## src/rtl/osp_pkg.sv

```systemverilog
package osp_pkg;
  localparam int FLD_W = 3;
  localparam int TB_DEPTH = 1 << FLD_W;

  typedef enum logic [1:0] {
    KIND_COND = 2'b00,
    KIND_LOAD = 2'b01,
    KIND_IND  = 2'b10,
    KIND_NONE = 2'b11
  } kind_e;

  function automatic logic [FLD_W-1:0] sat_step(input logic [FLD_W-1:0] v, input logic up);
    logic [FLD_W-1:0] r;
    r = v;
    if (up && v != {FLD_W{1'b1}}) r = v + 1'b1;
    else if (!up && v != '0) r = v - 1'b1;
    return r;
  endfunction
endpackage

```

## src/rtl/osp_ghr.sv

```systemverilog
module osp_ghr #(
  parameter int GHR_W = 8
) (
  input  logic             clk,
  input  logic             rst,
  input  logic             shift_en,
  input  logic             shift_bit,
  input  logic             restore_en,
  input  logic [GHR_W-1:0] restore_val,
  output logic [GHR_W-1:0] hist_q
);
  always_ff @(posedge clk) begin
    if (rst) hist_q <= '0;
    else if (restore_en) hist_q <= restore_val;
    else if (shift_en) hist_q <= {hist_q[GHR_W-2:0], shift_bit};
  end
endmodule

```

## src/rtl/osp_base.sv

```systemverilog
module osp_base #(
  parameter int AW = 6
) (
  input  logic                      clk,
  input  logic                      rst,
  input  logic [AW-1:0]             rd_idx,
  output logic [osp_pkg::FLD_W-1:0] rd_ctr,
  input  logic                      up_en,
  input  logic [AW-1:0]             up_idx,
  input  logic                      up_dir
);
  import osp_pkg::*;
  localparam int DEPTH = 1 << AW;
  localparam logic [FLD_W-1:0] CTR_INIT = 3'd3;

  logic [FLD_W-1:0] ctr_q [DEPTH];

  assign rd_ctr = ctr_q[rd_idx];

  always_ff @(posedge clk) begin
    if (rst) begin
      for (int i = 0; i < DEPTH; i++) ctr_q[i] <= CTR_INIT;
    end else if (up_en) begin
      ctr_q[up_idx] <= sat_step(ctr_q[up_idx], up_dir);
    end
  end
endmodule

```

## src/rtl/osp_tagtab.sv

```systemverilog
module osp_tagtab #(
  parameter int AW    = 6,
  parameter int TAG_W = 8
) (
  input  logic                      clk,
  input  logic                      rst,
  input  logic [AW-1:0]             rd_idx,
  output logic                      rd_val,
  output logic [TAG_W-1:0]          rd_tag,
  output logic [osp_pkg::FLD_W-1:0] rd_fld,
  input  logic [AW-1:0]             up_idx,
  output logic                      up_val,
  output logic [TAG_W-1:0]          up_tag,
  output logic [osp_pkg::FLD_W-1:0] up_fld,
  input  logic                      wr_en,
  input  logic [TAG_W-1:0]          wr_tag,
  input  logic [osp_pkg::FLD_W-1:0] wr_fld
);
  import osp_pkg::*;
  localparam int DEPTH = 1 << AW;

  logic [DEPTH-1:0] vld_q;
  logic [TAG_W-1:0] tag_m [DEPTH];
  logic [FLD_W-1:0] fld_m [DEPTH];

  assign rd_val = vld_q[rd_idx];
  assign rd_tag = tag_m[rd_idx];
  assign rd_fld = fld_m[rd_idx];
  assign up_val = vld_q[up_idx];
  assign up_tag = tag_m[up_idx];
  assign up_fld = fld_m[up_idx];

  always_ff @(posedge clk) begin
    if (rst) vld_q <= '0;
    else if (wr_en) vld_q[up_idx] <= 1'b1;
  end

  always_ff @(posedge clk) begin
    if (wr_en) begin
      tag_m[up_idx] <= wr_tag;
      fld_m[up_idx] <= wr_fld;
    end
  end
endmodule

```

## src/rtl/osp_tbuf.sv

```systemverilog
module osp_tbuf #(
  parameter int TGT_W = 16
) (
  input  logic                      clk,
  input  logic                      rst,
  input  logic [osp_pkg::FLD_W-1:0] rd_slot,
  output logic [TGT_W-1:0]          rd_tgt,
  input  logic                      wr_en,
  input  logic [TGT_W-1:0]          wr_tgt,
  output logic [osp_pkg::FLD_W-1:0] alloc_slot
);
  import osp_pkg::*;

  logic [TGT_W-1:0] tgt_q [TB_DEPTH];

  assign rd_tgt = tgt_q[rd_slot];

  always_ff @(posedge clk) begin
    if (rst) begin
      alloc_slot <= '0;
      for (int i = 0; i < TB_DEPTH; i++) tgt_q[i] <= '0;
    end else if (wr_en) begin
      tgt_q[alloc_slot] <= wr_tgt;
      alloc_slot <= alloc_slot + 1'b1;
    end
  end
endmodule

```

## src/rtl/osp_shared_pred.sv

```systemverilog
module osp_shared_pred #(
  parameter int PC_W    = 14,
  parameter int GHR_W   = 8,
  parameter int BASE_AW = 6,
  parameter int TAG_AW  = 6,
  parameter int TGT_W   = 16,
  parameter int DOBS_W  = 4
) (
  input  logic                      clk,
  input  logic                      rst,
  input  logic                      lk_valid,
  input  logic [PC_W-1:0]           lk_pc,
  input  logic [1:0]                lk_kind,
  input  logic                      up_valid,
  input  logic [PC_W-1:0]           up_pc,
  input  logic [1:0]                up_kind,
  input  logic [GHR_W-1:0]          up_ghr,
  input  logic                      up_wrong,
  input  logic                      up_taken,
  input  logic [DOBS_W-1:0]         up_dist,
  input  logic [TGT_W-1:0]          up_target,
  output logic                      rsp_ack,
  output logic                      rsp_valid,
  output logic                      rsp_tagged,
  output logic                      rsp_taken,
  output logic [osp_pkg::FLD_W-1:0] rsp_dist,
  output logic [TGT_W-1:0]          rsp_target,
  output logic [GHR_W-1:0]          rsp_ghr
);
  import osp_pkg::*;
  localparam int TAG_W = PC_W - TAG_AW;
  localparam logic [DOBS_W-1:0] DIST_MAX = DOBS_W'((1 << FLD_W) - 1);

  logic [GHR_W-1:0] ghr_q;

  function automatic logic [TAG_AW-1:0] mk_idx(input logic [PC_W-1:0] pc, input logic [GHR_W-1:0] h);
    return pc[TAG_AW-1:0] ^ h[TAG_AW-1:0];
  endfunction

  function automatic logic [TAG_W-1:0] mk_tag(input logic [PC_W-1:0] pc, input logic [GHR_W-1:0] h);
    return pc[PC_W-1:TAG_AW] ^ TAG_W'(h >> TAG_AW);
  endfunction

  // lookup side
  logic [TAG_AW-1:0] lk_idx, upd_idx;
  logic [TAG_W-1:0]  lk_tag, upd_tag;
  logic              rd_val, upd_val;
  logic [TAG_W-1:0]  rd_tag, upd_old_tag;
  logic [FLD_W-1:0]  rd_fld, upd_fld, base_ctr, tb_slot;
  logic [TGT_W-1:0]  tb_tgt;
  logic              lk_hit, upd_hit, pred_dir;

  // update side
  logic             wr_en, tb_wr, base_en, restore_en;
  logic [FLD_W-1:0] wr_fld;

  assign lk_idx   = mk_idx(lk_pc, ghr_q);
  assign lk_tag   = mk_tag(lk_pc, ghr_q);
  assign upd_idx  = mk_idx(up_pc, up_ghr);
  assign upd_tag  = mk_tag(up_pc, up_ghr);
  assign lk_hit   = rd_val && (rd_tag == lk_tag);
  assign upd_hit  = upd_val && (upd_old_tag == upd_tag);
  assign pred_dir = lk_hit ? rd_fld[FLD_W-1] : base_ctr[FLD_W-1];

  assign restore_en = up_valid && (kind_e'(up_kind) == KIND_COND) && up_wrong;

  osp_ghr #(.GHR_W(GHR_W)) ghr_i (
    .clk(clk), .rst(rst),
    .shift_en(lk_valid && (kind_e'(lk_kind) == KIND_COND)),
    .shift_bit(pred_dir),
    .restore_en(restore_en),
    .restore_val({up_ghr[GHR_W-2:0], up_taken}),
    .hist_q(ghr_q)
  );

  osp_base #(.AW(BASE_AW)) base_i (
    .clk(clk), .rst(rst),
    .rd_idx(lk_pc[BASE_AW-1:0]), .rd_ctr(base_ctr),
    .up_en(base_en), .up_idx(up_pc[BASE_AW-1:0]), .up_dir(up_taken)
  );

  osp_tagtab #(.AW(TAG_AW), .TAG_W(TAG_W)) tag_i (
    .clk(clk), .rst(rst),
    .rd_idx(lk_idx), .rd_val(rd_val), .rd_tag(rd_tag), .rd_fld(rd_fld),
    .up_idx(upd_idx), .up_val(upd_val), .up_tag(upd_old_tag), .up_fld(upd_fld),
    .wr_en(wr_en), .wr_tag(upd_tag), .wr_fld(wr_fld)
  );

  osp_tbuf #(.TGT_W(TGT_W)) tbuf_i (
    .clk(clk), .rst(rst),
    .rd_slot(rd_fld), .rd_tgt(tb_tgt),
    .wr_en(tb_wr), .wr_tgt(up_target), .alloc_slot(tb_slot)
  );

  // training decisions for one resolved instruction
  always_comb begin
    wr_en   = 1'b0;
    wr_fld  = '0;
    tb_wr   = 1'b0;
    base_en = 1'b0;
    if (up_valid) begin
      unique case (kind_e'(up_kind))
        KIND_COND: begin
          base_en = 1'b1;
          if (up_wrong) begin
            wr_en  = 1'b1;
            wr_fld = up_taken ? 3'd4 : 3'd3;
          end else if (upd_hit) begin
            wr_en  = 1'b1;
            wr_fld = sat_step(upd_fld, up_taken);
          end
        end
        KIND_LOAD: begin
          if (up_wrong) begin
            wr_en  = 1'b1;
            wr_fld = (up_dist > DIST_MAX) ? DIST_MAX[FLD_W-1:0] : up_dist[FLD_W-1:0];
          end
        end
        KIND_IND: begin
          if (up_wrong) begin
            wr_en  = 1'b1;
            tb_wr  = 1'b1;
            wr_fld = tb_slot;
          end
        end
        default: ;
      endcase
    end
  end

  // answer, registered
  logic             nx_valid, nx_tagged, nx_taken;
  logic [FLD_W-1:0] nx_dist;
  logic [TGT_W-1:0] nx_tgt;

  always_comb begin
    nx_valid  = 1'b0;
    nx_tagged = 1'b0;
    nx_taken  = 1'b0;
    nx_dist   = '0;
    nx_tgt    = '0;
    if (lk_valid) begin
      unique case (kind_e'(lk_kind))
        KIND_COND: begin
          nx_valid  = 1'b1;
          nx_tagged = lk_hit;
          nx_taken  = pred_dir;
        end
        KIND_LOAD: if (lk_hit) begin
          nx_valid  = 1'b1;
          nx_tagged = 1'b1;
          nx_dist   = rd_fld;
        end
        KIND_IND: if (lk_hit) begin
          nx_valid  = 1'b1;
          nx_tagged = 1'b1;
          nx_tgt    = tb_tgt;
        end
        default: ;
      endcase
    end
  end

  always_ff @(posedge clk) begin
    if (rst) begin
      rsp_ack    <= 1'b0;
      rsp_valid  <= 1'b0;
      rsp_tagged <= 1'b0;
      rsp_taken  <= 1'b0;
      rsp_dist   <= '0;
      rsp_target <= '0;
      rsp_ghr    <= '0;
    end else begin
      rsp_ack    <= lk_valid;
      rsp_valid  <= nx_valid;
      rsp_tagged <= nx_tagged;
      rsp_taken  <= nx_taken;
      rsp_dist   <= nx_dist;
      rsp_target <= nx_tgt;
      rsp_ghr    <= lk_valid ? ghr_q : '0;
    end
  end
endmodule

```

## config.mk

```make
export PLATFORM = sky130hd
export DESIGN_NAME = osp_shared_pred
export DESIGN_NICKNAME = d
export VERILOG_FILES = /design/src/rtl/osp_pkg.sv /design/src/rtl/osp_ghr.sv /design/src/rtl/osp_base.sv /design/src/rtl/osp_tagtab.sv /design/src/rtl/osp_tbuf.sv /design/src/rtl/osp_shared_pred.sv
export SDC_FILE = /design/constraint.sdc
export NUM_CORES = 2
export LEC_CHECK = 0
export BUFFER_PORTS_ARGS = -buffer_cell sky130_fd_sc_hd__buf_2
export CAP_MARGIN = 25
export CORE_ASPECT_RATIO = 0.8
export CORE_MARGIN = 5
export CORE_UTILIZATION = 50
export CTS_BUF_LIST = sky130_fd_sc_hd__clkbuf_16
export CTS_CLUSTER_DIAMETER = 100
export DETAILED_ROUTE_END_ITERATION = 7
export GPL_ROUTABILITY_DRIVEN = 0
export PLACE_DENSITY = 0.66
export SLEW_MARGIN = 25
export SYNTH_ARGS = -nofsm -noshare
export SYNTH_HDL_FRONTEND = slang
export SYNTH_SLANG_ARGS = --single-unit
```

## constraint.sdc

```tcl
create_clock -name clk -period 8.65 [get_ports clk]
set_clock_uncertainty 0.05 [all_clocks]
set_input_delay 0 -clock clk [delete_from_list [all_inputs] [get_ports clk]]
set_output_delay 0 -clock clk [all_outputs]
set_load 0.05 [all_outputs]
```

# Word level (Yosys, flattened, before mapping)
# Memories as Yosys holds them, arrays and structs flattened. A register that Yosys moved wholly into a read port is not among the register bits.
# Cells that the tools add are included.
[op_classes] bitwise=10 n_mux=51 n_lt_le_gt_ge=4 n_eq_ne=8 reduce_logical=24 addsub=5
[op_table] operator="$or 64x64->64" count=1
[op_table] operator="$mux 3" count=15
[op_table] operator="$mux 1" count=25
[op_table] operator="$eq 8x8->1" count=2
[op_table] operator="$mux 16" count=1
[op_table] operator="$mux 8" count=2
[op_table] operator="$reduce_or 16->1" count=1
[op_table] operator="$xor 8x2->8" count=2
[op_table] operator="$lt 6x7->1 const B" count=2
[op_table] operator="$bmux 1 s6" count=2
[op_table] operator="$xor 6x6->6" count=2
[op_table] operator="$logic_and 1x1->1" count=10
[op_table] operator="$add 3x1->3 const B" count=3
[op_table] operator="$pmux 3 s3" count=1
[op_table] operator="$reduce_or 4->1" count=2
[op_table] operator="$demux 1 s6" count=1
[op_table] operator="$ge 6x1->1 const B" count=1
[op_table] operator="$mux 6" count=1
[op_table] operator="$ne 3x3->1 const B" count=2
[op_table] operator="$pmux 1 s2" count=3
[op_table] operator="$reduce_bool 3->1" count=2
[op_table] operator="$reduce_or 2->1" count=3
[op_table] operator="$reduce_or 3->1" count=2
[op_table] operator="$sub 3x1->3 const B" count=2
[op_table] operator="other kinds (7)" count=14
[totals] wordCells=115 input_bits=66 regBits=90 output_inout_bits=31 ramBits=1024 mem_count=4
[memory_table] name="tag_i.tag_m" depth=64 width=8 read_ports=2 rd_ports_with_merged_regs=0 wr=1 line="osp_tagtab.sv:23" rtl="logic [TAG_W-1:0] tag_m [DEPTH];"
[memory_table] name="base_i.ctr_q" depth=64 width=3 read_ports=2 rd_ports_with_merged_regs=0 wr=64 line="osp_base.sv:16" rtl="logic [FLD_W-1:0] ctr_q [DEPTH];"
[memory_table] name="tag_i.fld_m" depth=64 width=3 read_ports=2 rd_ports_with_merged_regs=0 wr=1 line="osp_tagtab.sv:24" rtl="logic [FLD_W-1:0] fld_m [DEPTH];"
[memory_table] name="tbuf_i.tgt_q" depth=8 width=16 read_ports=1 rd_ports_with_merged_regs=1 wr=8 line="osp_tbuf.sv:14" rtl="logic [TGT_W-1:0] tgt_q [TB_DEPTH];"

# Logic depth before layout (Yosys ltp)
[depth] word_depth=10 mapped_depth=22 ltp_nobuf=16

# Modules after synthesis
# Synthesis repeated with hierarchy kept, for this count alone.
[unflattened] cells_unflattened=3643 area_unflattened_um2=55314.3
[by_module_without_submodules] module="osp_tagtab" instances=1 seq_area_each_um2=22421.5 area_each_um2=35904.4 cells_each=2113
[by_module_without_submodules] module="osp_base" instances=1 seq_area_each_um2=5765.5 area_each_um2=11340.9 cells_each=940
[by_module_without_submodules] module="osp_tbuf" instances=1 seq_area_each_um2=3903.7 area_each_um2=5959.5 cells_each=385
[by_module_without_submodules] module="osp_shared_pred" instances=1 seq_area_each_um2=620.6 area_each_um2=1740.4 cells_each=170
[by_module_without_submodules] module="osp_ghr" instances=1 seq_area_each_um2=160.2 area_each_um2=369.1 cells_each=35

# Worst setup path before layout
# OpenSTA, ideal clock, no wires.
[synth_path] kind="input to register" startpoint="in up_pc[0]" endpoint="mem tag_i.fld_m[0][1], data pin" setup_ns=0.905 required_time_ns=7.695 path_buffers=5 t_arrival_ns=7.139 setup_slack_ns=0.556 stages=16 path_cell_list="buf_2 xnor2_2 clkbuf_1 buf_2 clkbuf_1 nor3_1 clkbuf_1 a221oi_1 a31oi_1 nor4b_1 inv_1 ha_1 ha_1 mux2i_1 a211o_1 o41ai_1"
[synth_via] elab_chain_cells=10 word_cells_on_any_way=19
[synth_lines] item="start, declared" line="osp_shared_pred.sv:15" rtl="input logic [PC_W-1:0] up_pc,"
[synth_lines] item="$xor 6x6->6 *" line="osp_shared_pred.sv:37" rtl="return pc[TAG_AW-1:0] ^ h[TAG_AW-1:0];"
[synth_lines] item="branches (longest 5 deep; another with $mem_v2 64x3)"
[synth_lines] item="$mux 3 *" line="osp_shared_pred.sv:108" rtl="end else if (upd_hit) begin"
[synth_lines] item="$mux 3 *" line="osp_shared_pred.sv:105" rtl="if (up_wrong) begin"
[synth_lines] item="$pmux 3 s3 *" line="osp_shared_pred.sv:102" rtl="unique case (kind_e'(up_kind))"
[synth_lines] item="$mux 3 *" line="osp_shared_pred.sv:101" rtl="if (up_valid) begin"
[synth_lines] item="via tag_i.wr_fld, one bit" line="osp_tagtab.sv:17" rtl="input logic [osp_pkg::FLD_W-1:0] wr_fld"
[synth_lines] item="end, declared" line="osp_tagtab.sv:24"
# Mark *: on every way through the listed nets, which the timed path passes. The select of a mux whose other input is x is not followed.

# Worst setup path after layout
[layout_path] startpoint="in up_ghr[1]" endpoint="mem tag_i.fld_m[25][2] (enable)"
[layout_via] elab_chain_cells=10 word_cells_on_any_way=12
[layout_lines] item="start, declared" line="osp_shared_pred.sv:17" rtl="input logic [GHR_W-1:0] up_ghr,"
[layout_lines] item="$xor 6x6->6 *" line="osp_shared_pred.sv:37"
[layout_lines] item="$mem_v2 64x8 or $bmux 1 s6 (tied branches)"
[layout_lines] item="$eq 8x8->1 or $mux 1 (tied branches)" line="osp_shared_pred.sv:62, osp_tagtab.sv:29"
[layout_lines] item="$logic_and 1x1->1" line="osp_shared_pred.sv:62" rtl="assign upd_hit = upd_val && (upd_old_tag == upd_tag);"
[layout_lines] item="$mux 1" line="osp_shared_pred.sv:108"
[layout_lines] item="$mux 1" line="osp_shared_pred.sv:105"
[layout_lines] item="$pmux 1 s2" line="osp_shared_pred.sv:102"
[layout_lines] item="$mux 1" line="osp_shared_pred.sv:101"
[layout_lines] item="$mux 1" line="osp_tagtab.sv:39" rtl="if (wr_en) begin"
[layout_lines] item="$mux 1 (not written as such)" line="osp_tagtab.sv:41" rtl="fld_m[up_idx] <= wr_fld;"
# Mark *: on every way between the ends. The rest lies on a longest branch, timed or not. The select of a mux whose other input is x is not followed.

==> flow_summary.json <==
{
  "hold_path_class": "input port to flip-flop",
  "postCtsSetupBuffers": 0,
  "vdd_drop_max_mv": 0.165,
  "timing.setup.tns_ns": 0,
  "period_needed_ns": 7.19,
  "gr-usage-met1_pct": 44.5,
  "power.total_mw": 12.6,
  "critical_path.max_fanout": 50,
  "numCtsBuffers": 108,
  "ant_nets": 0,
  "drtIter0Drc": 7632,
  "leakage_nw": 18.5,
  "post-place-cells": 5019,
  "start_util_pct": 50.4,
  "synthCells": 3715,
  "die_y_um": 298,
  "synth-seq-cells": 1130,
  "clk_latency_ns": 0.77,
  "nNetsFinal": 3872,
  "syn_nets": 3798,
  "grt_antenna_before_repair": 8,
  "period_share_pct": 83.1,
  "drt_drc_violations_left": 41,
  "cts_buffer_depth": 3,
  "synth_cell_types": 73,
  "drt-wirelength-per-cell_um": 35.2,
  "grt_pass1_wl_um": 260000,
  "end_kind": "flip-flop",
  "grt_max_degree": 95,
  "vias": 38259,
  "cp.required_ns": 8.95,
  "cap_violations": 0,
  "portBuffers": 96,
  "drtPass1Iterations": 8,
  "status": "finished with violations",
  "grt_pass1_vias": 35496,
  "wirelength_um": 185000,
  "fmax_ghz": 0.139,
  "setup_viol": 0,
  "arrival_ns": 7.49,
  "met3_usage_pct": 17.9,
  "synthFlopType": "edfxtp_1",
  "grt_use_met2_pct": 43.4,
  "synthArstFlopShare_pct": 0,
  "top_usage_layer": "met1",
  "clkSinkCount": 1130,
  "yosys_warnings": 0,
  "viasPerCell": 7.25,
  "synth-edff-count": 1024,
  "final_cells": 5275,
  "grt_overflow": 0,
  "grt_use_total_pct": 32.8,
  "final_max_slew_viol_count": 0,
  "die_area_sq_um": 110000,
  "tightest_slew_ns": 1.27,
  "core_area_sq_um": 103000,
  "synthToLayoutAreaGrowth_pct": 12.6,
  "htreeDepth": 3,
  "dp_hpwl_um": 118000,
  "hold_viol_final": 0,
  "clk_pin_slew_worst_paths_ns": 0.06,
  "rsz0062_at_grt": "false",
  "cts_resized": 0,
  "power-per-cell-area_nw_per_um2": 215,
  "violations": "DRC",
  "syn_area_sq_um": 51800,
  "whs_ns": 0.0425,
  "chipWidth_um": 370,
  "synth.avg_cell_area_sq_um": 13.9,
  "rows": 105,
  "io-pin-count": 97,
  "cts_tree": "built",
  "slew_headroom_pct": 14.3,
  "cts_root_buffer": "clkbuf_16",
  "crit_path_start_kind": "input port",
  "final_layout_size_suffix_gt1_share_pct": 19.9,
  "criticalPathCategory": "input port to flip-flop",
  "yosysSeqAreaShare_pct": 63.5
}
logic make-up after synthesis:
logic type / Yosys count / synth area share (%)
multiplexers: 341 / 12.1
XOR/XNOR: 47 / 0.867
adder cells (fa/ha/maj): 17 / 0.411
AO/OA/AOI/OAI: 742 / 9.97
buffers and inverters: 321 / 2.61
flip-flops: 1130 / 63.5
AND/OR/NAND/NOR: 1117 / 10.6
layout make-up:
type	count	area [sq um]
Inverter	27	101
Tap cell	1391	1740
Clock buffer	108	2700
Sequential cell	1130	32900
Fill cell	8088	44400
Timing Repair Buffer	258	1880
Antenna cell	5	12.5
Multi-Input combinational cell	2264	18100
Clock inverter	92	890
what timing repair did:
item / 4_1_cts / 5_1_grt
hold buffers: 49 / 0
hold endpoints to repair: 296 / 0
setup endpoints to repair: 0 / 0
cell usage in the layout (no fill, tap or decap), types with 14 or more instances in the layout:
cell,synthesis,routed
nand3_1,60,55
clkbuf_16,0,108
a22o_1,27,27
a22oi_1,79,79
a31oi_1,99,98
o2111ai_1,21,21
or4_1,70,70
clkinv_1,2,20
inv_1,25,44
buf_2,87,93
nor3_1,100,93
mux4_2,226,226
mux2i_1,94,92
or2_2,73,73
o21ai_0,21,21
dlygate4sd3_1,0,49
nand2_1,309,309
nor4_1,35,34
edfxtp_1,1024,1024
mux2_2,21,21
nor2_2,0,17
a21oi_1,47,44
and2_1,137,137
bufinv_16,0,14
o22ai_1,297,297
nor2_1,270,253
o41ai_1,24,20
xor2_1,24,16
buf_4,10,111
clkinv_2,0,22
a221oi_1,38,38
dfxtp_1,106,106
ha_1,17,17
cells in the mapped netlist (10+ instances only):
| library cell | n | share of area [%] |
|---|---|---|
| a21oi_1 | 47 | 0.45 |
| a221oi_1 | 38 | 0.64 |
| a22o_1 | 27 | 0.46 |
| a22oi_1 | 79 | 1.1 |
| a31oi_1 | 99 | 1.2 |
| and2_1 | 137 | 1.7 |
| buf_1 | 14 | 0.10 |
| buf_2 | 87 | 0.84 |
| buf_4 | 10 | 0.14 |
| clkbuf_1 | 183 | 1.3 |
| dfxtp_1 | 106 | 4.1 |
| edfxtp_1 | 1024 | 59 |
| ha_1 | 17 | 0.41 |
| inv_1 | 25 | 0.18 |
| mux2_2 | 21 | 0.46 |
| mux2i_1 | 94 | 1.8 |
| mux4_2 | 226 | 9.8 |
| nand2_1 | 309 | 2.2 |
| nand3_1 | 60 | 0.58 |
| nand4_1 | 13 | 0.16 |
| nor2_1 | 270 | 2.0 |
| nor3_1 | 100 | 0.97 |
| nor4_1 | 35 | 0.42 |
| o2111ai_1 | 21 | 0.36 |
| o21ai_0 | 21 | 0.20 |
| o221ai_1 | 13 | 0.22 |
| o22a_1 | 10 | 0.17 |
| o22ai_1 | 297 | 3.6 |
| o31ai_1 | 13 | 0.19 |
| o41ai_1 | 24 | 0.41 |
| or2_2 | 73 | 0.88 |
| or4_1 | 70 | 1.0 |
| xnor2_1 | 18 | 0.30 |
| xor2_1 | 24 | 0.41 |
flip-flops by register name (all words and copies together) (netlist names), 8 cells and up:
| name | cells |
|---|---|
| tag_i.tag_m | 512 |
| base_i.ctr_q | 192 |
| tag_i.fld_m | 192 |
| tbuf_i.tgt_q | 128 |
| tag_i.vld_q | 64 |
| rsp_target | 16 |
| ghr_i.hist_q | 8 |
| rsp_ghr | 8 |
layer usage:
layer | part of all wire, % | vias up | wire [um]
met1 | 36 | 18862 | 66300
li1 | - | 15040 | -
met2 | 40 | 3631 | 73800
met3 | 19 | 708 | 34400
met4 | 5.6 | 18 | 10500
met5 | 0.28 | - | 528
power by group:
part	switching (mW)	internal, mW	total (mW)
clock	2.15	2.70	4.86
combinational	1.17	0.504	1.67
sequential	0.0311	6.00	6.03
total	3.35	9.21	12.6
critical path: stages:
cell and delay [ns]:
dlygate4sd3_1 0.53, buf_2 0.24, xor2_4 0.90, buf_4 0.39, nand3_4 0.74, buf_4 0.58
o22ai_1 0.22, nor3_1 0.08, o22ai_1 0.45, nor4_1 0.18, xor2_1 0.17, or4_1 0.62
o31ai_4 0.50, nand2_1 0.72, nor2_1 1.08
path summary, 6_finish.rpt:
| path | to | cells after the start | start | slack (ns) |
|---|---|---|---|---|
| max | tag_i.fld_m[25][2] | 15 | up_ghr[1] | 1.46 |
| min reg2reg | tag_i.vld_q[26] | 2 | tag_i.vld_q[26] | 0.45 |
| min | ghr_i.hist_q[0] | 5 | lk_pc[11] | 0.04 |
| max reg2reg | tag_i.fld_m[25][2] | 10 | tag_i.tag_m[15][4] | 2.82 |
per-stage QoR:
step                instance area (sq um)  setup WS [ns]  util, %
floorplan                           51800          0.556        -
global placement                    54100           1.83     52.7
detailed placement                  54200           1.68     52.7
CTS                                 58300           1.99     56.7
global route                        58300           1.66     56.8
finish                              58300           1.46     56.8
(Power assumes the default switching activity.)
